==> src/rtl/rett_pkg.sv <==
package rett_pkg;
  typedef enum logic [2:0] {
    RP_USER   = 3'd0,
    RP_ET_ERR = 3'd1,
    RP_NORMAL = 3'd2,
    RP_DEBUG  = 3'd3,
    RP_NOP    = 3'd4
  } rett_path_e;

  typedef struct packed {
    logic s;
    logic et;
    logic dbg_clr;
    logic halt;
    logic illegal;
  } rett_flags_t;
endpackage

==> src/rtl/rett_classify.sv <==
module rett_classify
  import rett_pkg::*;
(
  input  logic       s_i,
  input  logic       et_i,
  input  logic       dbg_state_i,
  input  logic       dbg_field_i,
  output rett_path_e path_o
);
  // priority: user mode, enabled traps, debug match
  always_comb begin
    if (!s_i)                              path_o = RP_USER;
    else if (et_i)                         path_o = RP_ET_ERR;
    else if (!dbg_state_i && !dbg_field_i) path_o = RP_NORMAL;
    else if (dbg_state_i && dbg_field_i)   path_o = RP_DEBUG;
    else                                   path_o = RP_NOP;
  end
endmodule

==> src/rtl/rett_compute.sv <==
module rett_compute
  import rett_pkg::*;
#(
  parameter int PC_W       = 32,
  parameter int INSN_BYTES = 4
) (
  input  rett_path_e       path_i,
  input  logic [PC_W-1:0]  pc_i,
  input  logic [PC_W-1:0]  pcsr_i,
  input  logic [PC_W-1:0]  bpcsr_i,
  input  logic             s_i,
  input  logic             et_i,
  input  logic             ps_i,
  input  logic             bs_i,
  input  logic             bet_i,
  output logic [PC_W-1:0]  pc_nxt_o,
  output rett_flags_t      flags_o
);
  localparam logic [PC_W-1:0] STEP = PC_W'(INSN_BYTES);

  logic [PC_W-1:0] pc_seq;
  assign pc_seq = pc_i + STEP;

  always_comb begin
    pc_nxt_o        = pc_seq;
    flags_o.s       = s_i;
    flags_o.et      = et_i;
    flags_o.dbg_clr = 1'b0;
    flags_o.halt    = 1'b0;
    flags_o.illegal = 1'b0;
    unique case (path_i)
      RP_USER:   flags_o.halt = !et_i;
      RP_ET_ERR: begin
        flags_o.halt    = 1'b1;
        flags_o.illegal = 1'b1;
      end
      RP_NORMAL: begin
        pc_nxt_o   = pcsr_i;
        flags_o.et = 1'b1;
        flags_o.s  = ps_i;
      end
      RP_DEBUG: begin
        pc_nxt_o        = bpcsr_i;
        flags_o.et      = bet_i;
        flags_o.s       = bs_i;
        flags_o.dbg_clr = 1'b1;
      end
      default: ;
    endcase
  end
endmodule

==> src/rtl/rett_commit_reg.sv <==
module rett_commit_reg
  import rett_pkg::*;
#(
  parameter int PC_W = 32
) (
  input  logic            clk_i,
  input  logic            rst_ni,
  input  logic            valid_i,
  input  logic [PC_W-1:0] pc_nxt_i,
  input  rett_flags_t     flags_i,
  output logic            commit_o,
  output logic [PC_W-1:0] pc_o,
  output rett_flags_t     flags_o
);
  always_ff @(posedge clk_i or negedge rst_ni) begin
    if (!rst_ni) begin
      commit_o <= 1'b0;
      pc_o     <= '0;
      flags_o  <= '0;
    end else begin
      commit_o <= valid_i;
      if (valid_i) begin
        pc_o    <= pc_nxt_i;
        flags_o <= flags_i;
      end else begin
        // status holds, requests are single-cycle
        flags_o.dbg_clr <= 1'b0;
        flags_o.halt    <= 1'b0;
        flags_o.illegal <= 1'b0;
      end
    end
  end
endmodule

==> src/rtl/rett_unit.sv <==
module rett_unit
  import rett_pkg::*;
#(
  parameter int PC_W       = 32,
  parameter int INSN_BYTES = 4
) (
  input  logic            clk_i,
  input  logic            rst_ni,
  input  logic            valid_i,
  input  logic [PC_W-1:0] pc_i,
  input  logic            dbg_field_i,
  input  logic            s_i,
  input  logic            et_i,
  input  logic            ps_i,
  input  logic            dbg_state_i,
  input  logic [PC_W-1:0] pcsr_i,
  input  logic [PC_W-1:0] bpcsr_i,
  input  logic            bs_i,
  input  logic            bet_i,
  output logic            commit_o,
  output logic [PC_W-1:0] next_pc_o,
  output logic            s_o,
  output logic            et_o,
  output logic            dbg_clr_o,
  output logic            halt_o,
  output logic            illegal_o
);
  rett_path_e      path;
  logic [PC_W-1:0] pc_nxt;
  rett_flags_t     flags_nxt, flags_q;

  rett_classify u_classify (
    .s_i         (s_i),
    .et_i        (et_i),
    .dbg_state_i (dbg_state_i),
    .dbg_field_i (dbg_field_i),
    .path_o      (path)
  );

  rett_compute #(.PC_W(PC_W), .INSN_BYTES(INSN_BYTES)) u_compute (
    .path_i   (path),
    .pc_i     (pc_i),
    .pcsr_i   (pcsr_i),
    .bpcsr_i  (bpcsr_i),
    .s_i      (s_i),
    .et_i     (et_i),
    .ps_i     (ps_i),
    .bs_i     (bs_i),
    .bet_i    (bet_i),
    .pc_nxt_o (pc_nxt),
    .flags_o  (flags_nxt)
  );

  rett_commit_reg #(.PC_W(PC_W)) u_commit (
    .clk_i    (clk_i),
    .rst_ni   (rst_ni),
    .valid_i  (valid_i),
    .pc_nxt_i (pc_nxt),
    .flags_i  (flags_nxt),
    .commit_o (commit_o),
    .pc_o     (next_pc_o),
    .flags_o  (flags_q)
  );

  assign s_o       = flags_q.s;
  assign et_o      = flags_q.et;
  assign dbg_clr_o = flags_q.dbg_clr;
  assign halt_o    = flags_q.halt;
  assign illegal_o = flags_q.illegal;
endmodule

==> config.mk <==
export PLATFORM = sky130hd
export DESIGN_NAME = rett_unit
export DESIGN_NICKNAME = d
export VERILOG_FILES = /design/src/rtl/rett_pkg.sv /design/src/rtl/rett_classify.sv /design/src/rtl/rett_compute.sv /design/src/rtl/rett_commit_reg.sv /design/src/rtl/rett_unit.sv
export SDC_FILE = /design/constraint.sdc
export NUM_CORES = 1
export LEC_CHECK = 0
export ABC_AREA = 1
export BUFFER_PORTS_ARGS = -buffer_cell sky130_fd_sc_hd__buf_2
export CAP_MARGIN = 20
export CORE_MARGIN = 3
export CORE_UTILIZATION = 48
export CTS_BUF_LIST = sky130_fd_sc_hd__clkbuf_2 sky130_fd_sc_hd__clkbuf_4 sky130_fd_sc_hd__clkbuf_8
export CTS_CLUSTER_SIZE = 30
export DETAILED_ROUTE_END_ITERATION = 6
export PLACE_DENSITY = 0.85
export SYNTH_ARGS = -nofsm -noshare
export SYNTH_HDL_FRONTEND = slang
export SYNTH_HIERARCHICAL = 1
export SYNTH_SLANG_ARGS = --single-unit
==> constraint.sdc <==
create_clock -name clk_i -period 0.8 [get_ports clk_i]
set_input_delay 0.08 -clock clk_i [delete_from_list [all_inputs] [get_ports clk_i]]
set_output_delay 0.08 -clock clk_i [all_outputs]
set_load 0.05 [all_outputs]
==> key figures, run 1 <==
Status
  • Status: finished, violations left
  • Failing checks: negative setup slack

Synthesis
  • Seq cells post-synth: 38
  • Post-Synth Simple-Gate Area: 0.467
  • Register area share after synthesis: 0.322
  • Largest area contributor in the netlist: dfrtp_1
  • Top-area cell type share of the netlist area: 0.322
  • Synth area leaders: dfrtp_1 (32%), nand2_1 (28%), a22oi_1 (7.4%), nor2_1 (4.8%), nand3_1 (3.9%)
  • Synth Area in XOR/XNOR: 0.00890
  • Yosys cell types: 32
  • Syn avg cell area: ~6.5 µm²
  • Syn nets: between 500 and 600
  • Ys async rst share: 1.00
  • Top_reg_cell synth: dfrtp_1
  • Post-Synthesis Cells: around 460
  • Post-synth EDFFs: 0
  • Post-Syn Area: 0.00295 mm²
  • YS warnings: 6
  • Post-synthesis compound-gate area fraction: 0.111
  • Largest family of logic cells by synthesized area: simple AND/OR/NAND/NOR gates
  • Mux share of post-synthesis cell area: 0
  • Adder-cell share of the synthesized area: 0.00848

Clock network
  • CTS Sinks: 38
  • Root Driver: clkbuf_8
  • Clock Latency Late Sink: 0.29 ns
  • Number of CTS-inserted buffers: 5
  • CTS tree: built
  • Reg clk slew, reported paths: 0.08 ns
  • CTS max path bufs: 2
  • H-Tree Depth: 2

Worst setup path
  • Critical Path Start Type: input pin
  • WS Path Type: input pin to flip-flop
  • Worst r2r path cells: 4
  • Critical-path top delay cell: ha_4
  • Crit path max fanout: 3
  • Critical path required time: 0.96 ns
  • Critical Path Most Common Cell: buf_4
  • CP Capture Type: flip-flop
  • Reg-to-reg startpoint: u_commit/pc_o[12]$_DFFE_PN0P_
  • Crit path arrival time: approximately 1.5 ns
  • R2r endpoint: u_commit/pc_o[12]$_DFFE_PN0P_
  • FF-to-FF setup slack: -0.14 ns
  • Slowest Stage Delay on Critical Path: ~0.28 ns
  • Crit path cell chain: buf_6, ha_4, inv_2, nor2_4, nor2_4, buf_4, buf_4, buf_4, o22a_1, nand2_1, nand2_1

Cells and area
  • Leading cell type in the layout, fill and taps excluded: nand2_1
  • Final Core Density: 0.851
  • Synth-to-layout area growth: 64.6%
  • Most frequent cells in the layout: nand2_1 (219), buf_2 (103), buf_4 (66)
  • Finished Layout Cells: 740
  • Layout cells sized above 1: 0.439
  • Finished Cell Area: about 0.005 mm²
  • # nets final: 774

Placement
  • Placed cell count: 702
  • # port buffers: around 140
  • Post-DP HPWL: 8.09 mm
  • DP Area: 0.00409 mm²
  • Placer congestion estimate: about 0.9

Detailed routing
  • Vias: approximately 4300
  • Antenna viol nets, final: 0
  • Avg WL per Cell: 19.6 µm
  • Drt total wl: 14.5 mm
  • DRC Markers: 0
  • Initial drt markers: 729
  • Vias per Instance: a little under 6
  • 1st-pass router iterations: 6

Power and ir drop
  • Total power: 0.00687 W
  • Power Dens Cells: approximately 1400 mW/mm²
  • Worst vdd ir: 0.00131 V
  • Leakage Power: 2.67 nW

Floorplan
  • Die Wd: 84.4 µm
  • I/O pins: 144
  • Row count: 27
  • CORE AREA: between 0.005 and 0.006 mm²
  • Initial Util: 0.517
  • Die area: 0.00713 mm²
  • Die Y: 84.4 µm

Worst hold path
  • WHS Endpoint: u_commit/pc_o[27]$_DFFE_PN0P_
  • Hold Crit Class: input pin to flip-flop
  • HP Start: pcsr_i[27]
  • WHS Path Cells: 5

GRT
  • Number of global-route vias before repair: between 3000 and 4000
  • First-pass GRT wire length: 18.9 mm
  • Largest net degree at the start of global routing: 39
  • GRT overflow: 0
  • Initial antenna violation count: 1
  • GRT Util Overall: 0.331

Timing
  • Slew Limit Fails: 0
  • Tightest Pin Transition: 0.616 ns
  • Max_slew headroom: 0.589
  • Clock skew: 0 ns
  • Post-route setup slack: -0.558 ns
  • Final hold violations: 0
  • Tmin final: 1.36 ns
  • Fin crit share: 1.70
  • # setup viols final: 75
  • RSZ-0062 raised after global routing: yes
  • Hold slack: 0.103 ns
  • Fmax: around 740 MHz

Run
  • Max cap viols: 0
[cells by family (layout without fill, tap and decap cells)]
family                     after synthesis  count (layout)
and+or+nand+nor                        315             315
adders and majority gates                2               2
other                                    0               1
xor gates and xnor gates                 3               3
DFF                                     38              38
buffers and inverters                   49             260
AOI/OAI and AO/OA                       49              49
[power breakdown]
part | internal, W | total, W | switching (W)
logic | 0.00122 | 0.00308 | 0.00186
registers | 0.00213 | 0.00231 | 0.000184
clock network | 0.000731 | 0.00148 | 0.000744
[worst max-delay path: cells and delay by family]
| kind | cells | cell delay [ns] |
|---|---|---|
| buffers and inverters | 5 | 0.53 |
| and+or+nand+nor | 4 | 0.41 |
| adders and majority gates | 1 | 0.28 |
| AOI/OAI and AO/OA | 1 | 0.22 |
[timing repair]
item / in CTS / in global routing
endpoints found under the hold margin: 38 / 0
hold buffers: 1 / 0
pin swaps: 3 / 17
setup buffers: 10 / 16
endpoints found under the setup margin: 75 / 75
resized for setup: 93 / 28
cloned: 1 / 1
[final cells by class]
type / instances / area, µm²
Inverter: 34 / 135
Clock inverter: 1 / 5.00
Antenna cell: 1 / 2.50
Fill cell: 285 / 852
Clock buffer: 7 / 90.1
Tap cell: 72 / 90.1
Sequential cell: 38 / 951
Multi-Input combinational cell: 369 / 1940
Timing Repair Buffer: 218 / 1640
[stage by stage]
step	setup slack, ns	TNS [ns]
after floorplan	-0.515	-17.11
after global placement	-0.806	-23.30
after detailed placement	-0.829	-25.13
after CTS	-0.398	-16.93
after global routing	-0.583	-23.20
final	-0.558	-20.96
[layer usage]
layer	vias up	share of wire	GRT usage	wire length (µm)
met4	0	0.075	0.157	1100
met3	120	0.10	0.0550	1460
met5	-	0	0	0
met2	399	0.48	0.572	6950
li1	1857	-	-	-
met1	1916	0.35	0.400	5030
[state kept, by name, indices dropped and copies added (netlist names)]
signal / cells
u_commit/commit_o: 1
u_commit/flags_o: 5
u_commit/pc_o: 32
[synth_stat cells, types with 2 or more instances]
master	instances
buf_2	4
buf_6	4
ha_1	2
nor2_8	2
dfrtp_1	38
a21oi_1	6
or2_2	2
xor2_1	2
buf_4	6
nor2_2	4
o21ai_0	6
a22oi_1	29
o21ai_1	4
nand2_4	2
nand3b_1	3
nand2_1	224
nand2_2	5
nor2_4	9
nor2_1	38
nand3_1	23
inv_1	29
inv_2	4
[worst max path at each step]
stage | slack, ns | depth (start not counted) | from | end
final | -0.56 | 11 | dbg_state_i | u_commit/flags_o[3]$_DFFE_PN0P_
after detailed placement | -0.83 | 12 | dbg_state_i | u_commit/pc_o[10]$_DFFE_PN0P_
after CTS | -0.40 | 12 | dbg_state_i | u_commit/pc_o[29]$_DFFE_PN0P_
after global routing | -0.58 | 11 | dbg_state_i | u_commit/flags_o[3]$_DFFE_PN0P_
after floorplan | -0.51 | 11 | dbg_field_i | u_commit/pc_o[15]$_DFFE_PN0P_
after global placement | -0.81 | 12 | dbg_state_i | u_commit/pc_o[10]$_DFFE_PN0P_
(Power assumes the default switching activity.)
==> run 2, diff against run 1 <==
CAP_MARGIN = unset   (was 20)
CTS_CLUSTER_SIZE = unset   (was 30)
MAX_ROUTING_LAYER = met4   (was unset)
==> key figures, run 2 (synthesis results as in run 1) <==
Status
  • Status: finished, violations left
  • Failing checks: negative setup slack

Detailed routing
  • Vias per Instance: between 5 and 6
  • Avg WL per Cell: 20.0 µm
  • Top layer in use: met4
  • WL met3: 1.77 mm
  • DRC Markers: 0
  • Met1 Wirelength: 4.88 mm
  • Drt total wl: 15.0 mm
  • Initial drt markers: ~660
  • Routed length on met2: ~7.0 mm
  • Vias: between 4000 and 5000
  • Antenna viol nets, final: 0
  • 1st-pass router iterations: 6

Timing
  • RSZ-0062 raised after global routing: yes
  • # setup viols final: 75
  • Max_slew headroom: 0.601
  • Fin crit share: 1.79
  • Tightest Pin Transition: 0.598 ns
  • Post-route setup slack: -0.629 ns
  • Hold slack: about 0.10 ns
  • Tmin final: 1.43 ns
  • Final hold violations: 0
  • Fmax: around 700 MHz
  • Slew Limit Fails: 0
  • Clock skew: 0 ns

Floorplan
  • Row count: 27
  • Die Wd: 84.4 µm
  • CORE AREA: ~0.0057 mm²
  • Initial Util: 0.517
  • I/O pins: 144
  • Die area: between 0.007 and 0.008 mm²
  • Die Y: 84.4 µm

Clock network
  • Clock Latency Late Sink: 0.29 ns
  • Root Driver: clkbuf_8
  • Number of CTS-inserted buffers: 5
  • H-Tree Depth: 2
  • CTS max path bufs: 2
  • CTS Sinks: 38
  • CTS tree: built
  • Reg clk slew, reported paths: 0.08 ns

Worst setup path
  • Crit path cell chain: buf_2, inv_1, nand2_2, nor2_4, inv_2, nor2_4, inv_4, nor2_8, buf_12, nand2_2, o211ai_1, nand2_1, nand2_1
  • Crit path arrival time: 1.65 ns
  • WS Path Type: input pin to flip-flop
  • Crit-path leading delay family: simple AND/OR/NAND/NOR gates
  • Slowest Stage Delay on Critical Path: 0.18 ns
  • Critical Path Start Type: input pin
  • Crit path max fanout: 17
  • Critical-path top delay cell: nor2_4
  • CP Capture Type: flip-flop
  • Critical path required time: approximately 1.0 ns
  • Worst path bufs/invs: 5

GRT
  • First-pass GRT wire length: 18.9 mm
  • Largest net degree at the start of global routing: 39
  • Number of global-route vias before repair: between 3000 and 4000
  • Initial antenna violation count: 1
  • GRT overflow: 0
  • GRT Util Overall: 0.339

Placement
  • Placed cell count: 706
  • # port buffers: ~140
  • Setup WS pre-CTS: -0.819 ns
  • Placer congestion estimate: around 0.94
  • Post-DP HPWL: 8.30 mm

Cells and area
  • Largest register FFs: 32
  • Leading cell type in the layout, fill and taps excluded: nand2_1
  • Most frequent cells in the layout: nand2_1 (221), buf_2 (103), buf_4 (74)
  • Layout cells sized above 1: 0.452
  • Finished Layout Cells: 748
  • Biggest register: u_commit/pc_o
  • Synth-to-layout area growth: 66.1%
  • # fillers: around 270
  • Regs by FF count: u_commit/pc_o (32), u_commit/flags_o (5), u_commit/commit_o (1)
  • # nets final: between 700 and 800

Run
  • Max cap viols: 0

Worst hold path
  • Hold Crit Class: input pin to flip-flop

Power and ir drop
  • Power Dens Cells: 1380 mW/mm²
  • Worst vdd ir: about 0.0011 V
  • Leakage Power: about 2.7 nW
-- run 2: final cells by class --
| class | count | area [µm²] | area share |
|---|---|---|---|
| sequential | 38 | 951 | 0.194 |
| tap | 72 | 90.1 | 0.0184 |
| timing repair buffer | 227 | 1690 | 0.345 |
| inverter | 34 | 138 | 0.0281 |
| multi-input combinational | 369 | 1950 | 0.398 |
| antenna | 1 | 2.50 | 0.000510 |
| clock buffer | 5 | 68.8 | 0.0140 |
| clock inverter | 2 | 10.0 | 0.00204 |
-- run 2: worst paths after layout --
| check | startpoint | to | slack (ns) | depth (start not counted) |
|---|---|---|---|---|
| max in group asynchronous | rst_ni | u_commit/pc_o[28]$_DFFE_PN0P_ | 0.16 | 3 |
| max reg2reg | u_commit/pc_o[13]$_DFFE_PN0P_ | u_commit/pc_o[13]$_DFFE_PN0P_ | -0.14 | 4 |
| min reg2reg | u_commit/pc_o[25]$_DFFE_PN0P_ | u_commit/pc_o[25]$_DFFE_PN0P_ | 0.51 | 2 |
| min | pcsr_i[27] | u_commit/pc_o[27]$_DFFE_PN0P_ | 0.10 | 5 |
| max | et_i | u_commit/pc_o[2]$_DFFE_PN0P_ | -0.63 | 13 |
| min in group asynchronous | rst_ni | u_commit/pc_o[4]$_DFFE_PN0P_ | 0.20 | 2 |
-- run 2: repair_timing --
| action | in CTS | in global routing |
|---|---|---|
| buffers inserted | 16 | 16 |
| endpoints found under the hold margin | 38 | 0 |
| hold buffers | 1 | 0 |
| setup endpoints to repair | 75 | 75 |
| pin swaps | 7 | 4 |
| cloned | 1 | 0 |
| resized for setup | 111 | 17 |
-- run 2: power by group --
group | switching, W | internal, W | leakage (nW) | total [W]
combinational | 0.00189 | 0.00125 | 2.19 | 0.00313
clock | 0.000710 | 0.000586 | 0.0438 | 0.00130
sequential | 0.000190 | 0.00213 | 0.468 | 0.00232
total | 0.00279 | 0.00396 | 2.70 | 0.00675
-- run 2: through the flow --
| stage | total power [W] | utilization | TNS [ns] | instance area [µm²] |
|---|---|---|---|---|
| 2_1_floorplan | 0.00368 | - | -17.11 | 2990 |
| 3_3_place_gp | 0.00455 | 0.720 | -23.38 | 4110 |
| 3_5_place_dp | 0.00459 | 0.720 | -24.74 | 4110 |
| 4_1_cts | 0.00631 | 0.826 | -16.44 | 4720 |
| 5_1_grt | 0.00697 | 0.859 | -23.80 | 4900 |
| 6_report | 0.00675 | 0.859 | -21.93 | 4900 |
-- run 2: tightest hold or removal path, stage by stage --
cell and delay [ns]:
buf_2 0.08, a22oi_1 0.05, nand2_1 0.06, nand2_1 0.04, nand2_1 0.06
-- run 2: per-layer routing --
metal  vias to the layer above  track usage
li1                       1878            -
met1                      2024        0.401
met2                       428        0.570
met3                       145       0.0589
met4                         0        0.140
met5                         -            -
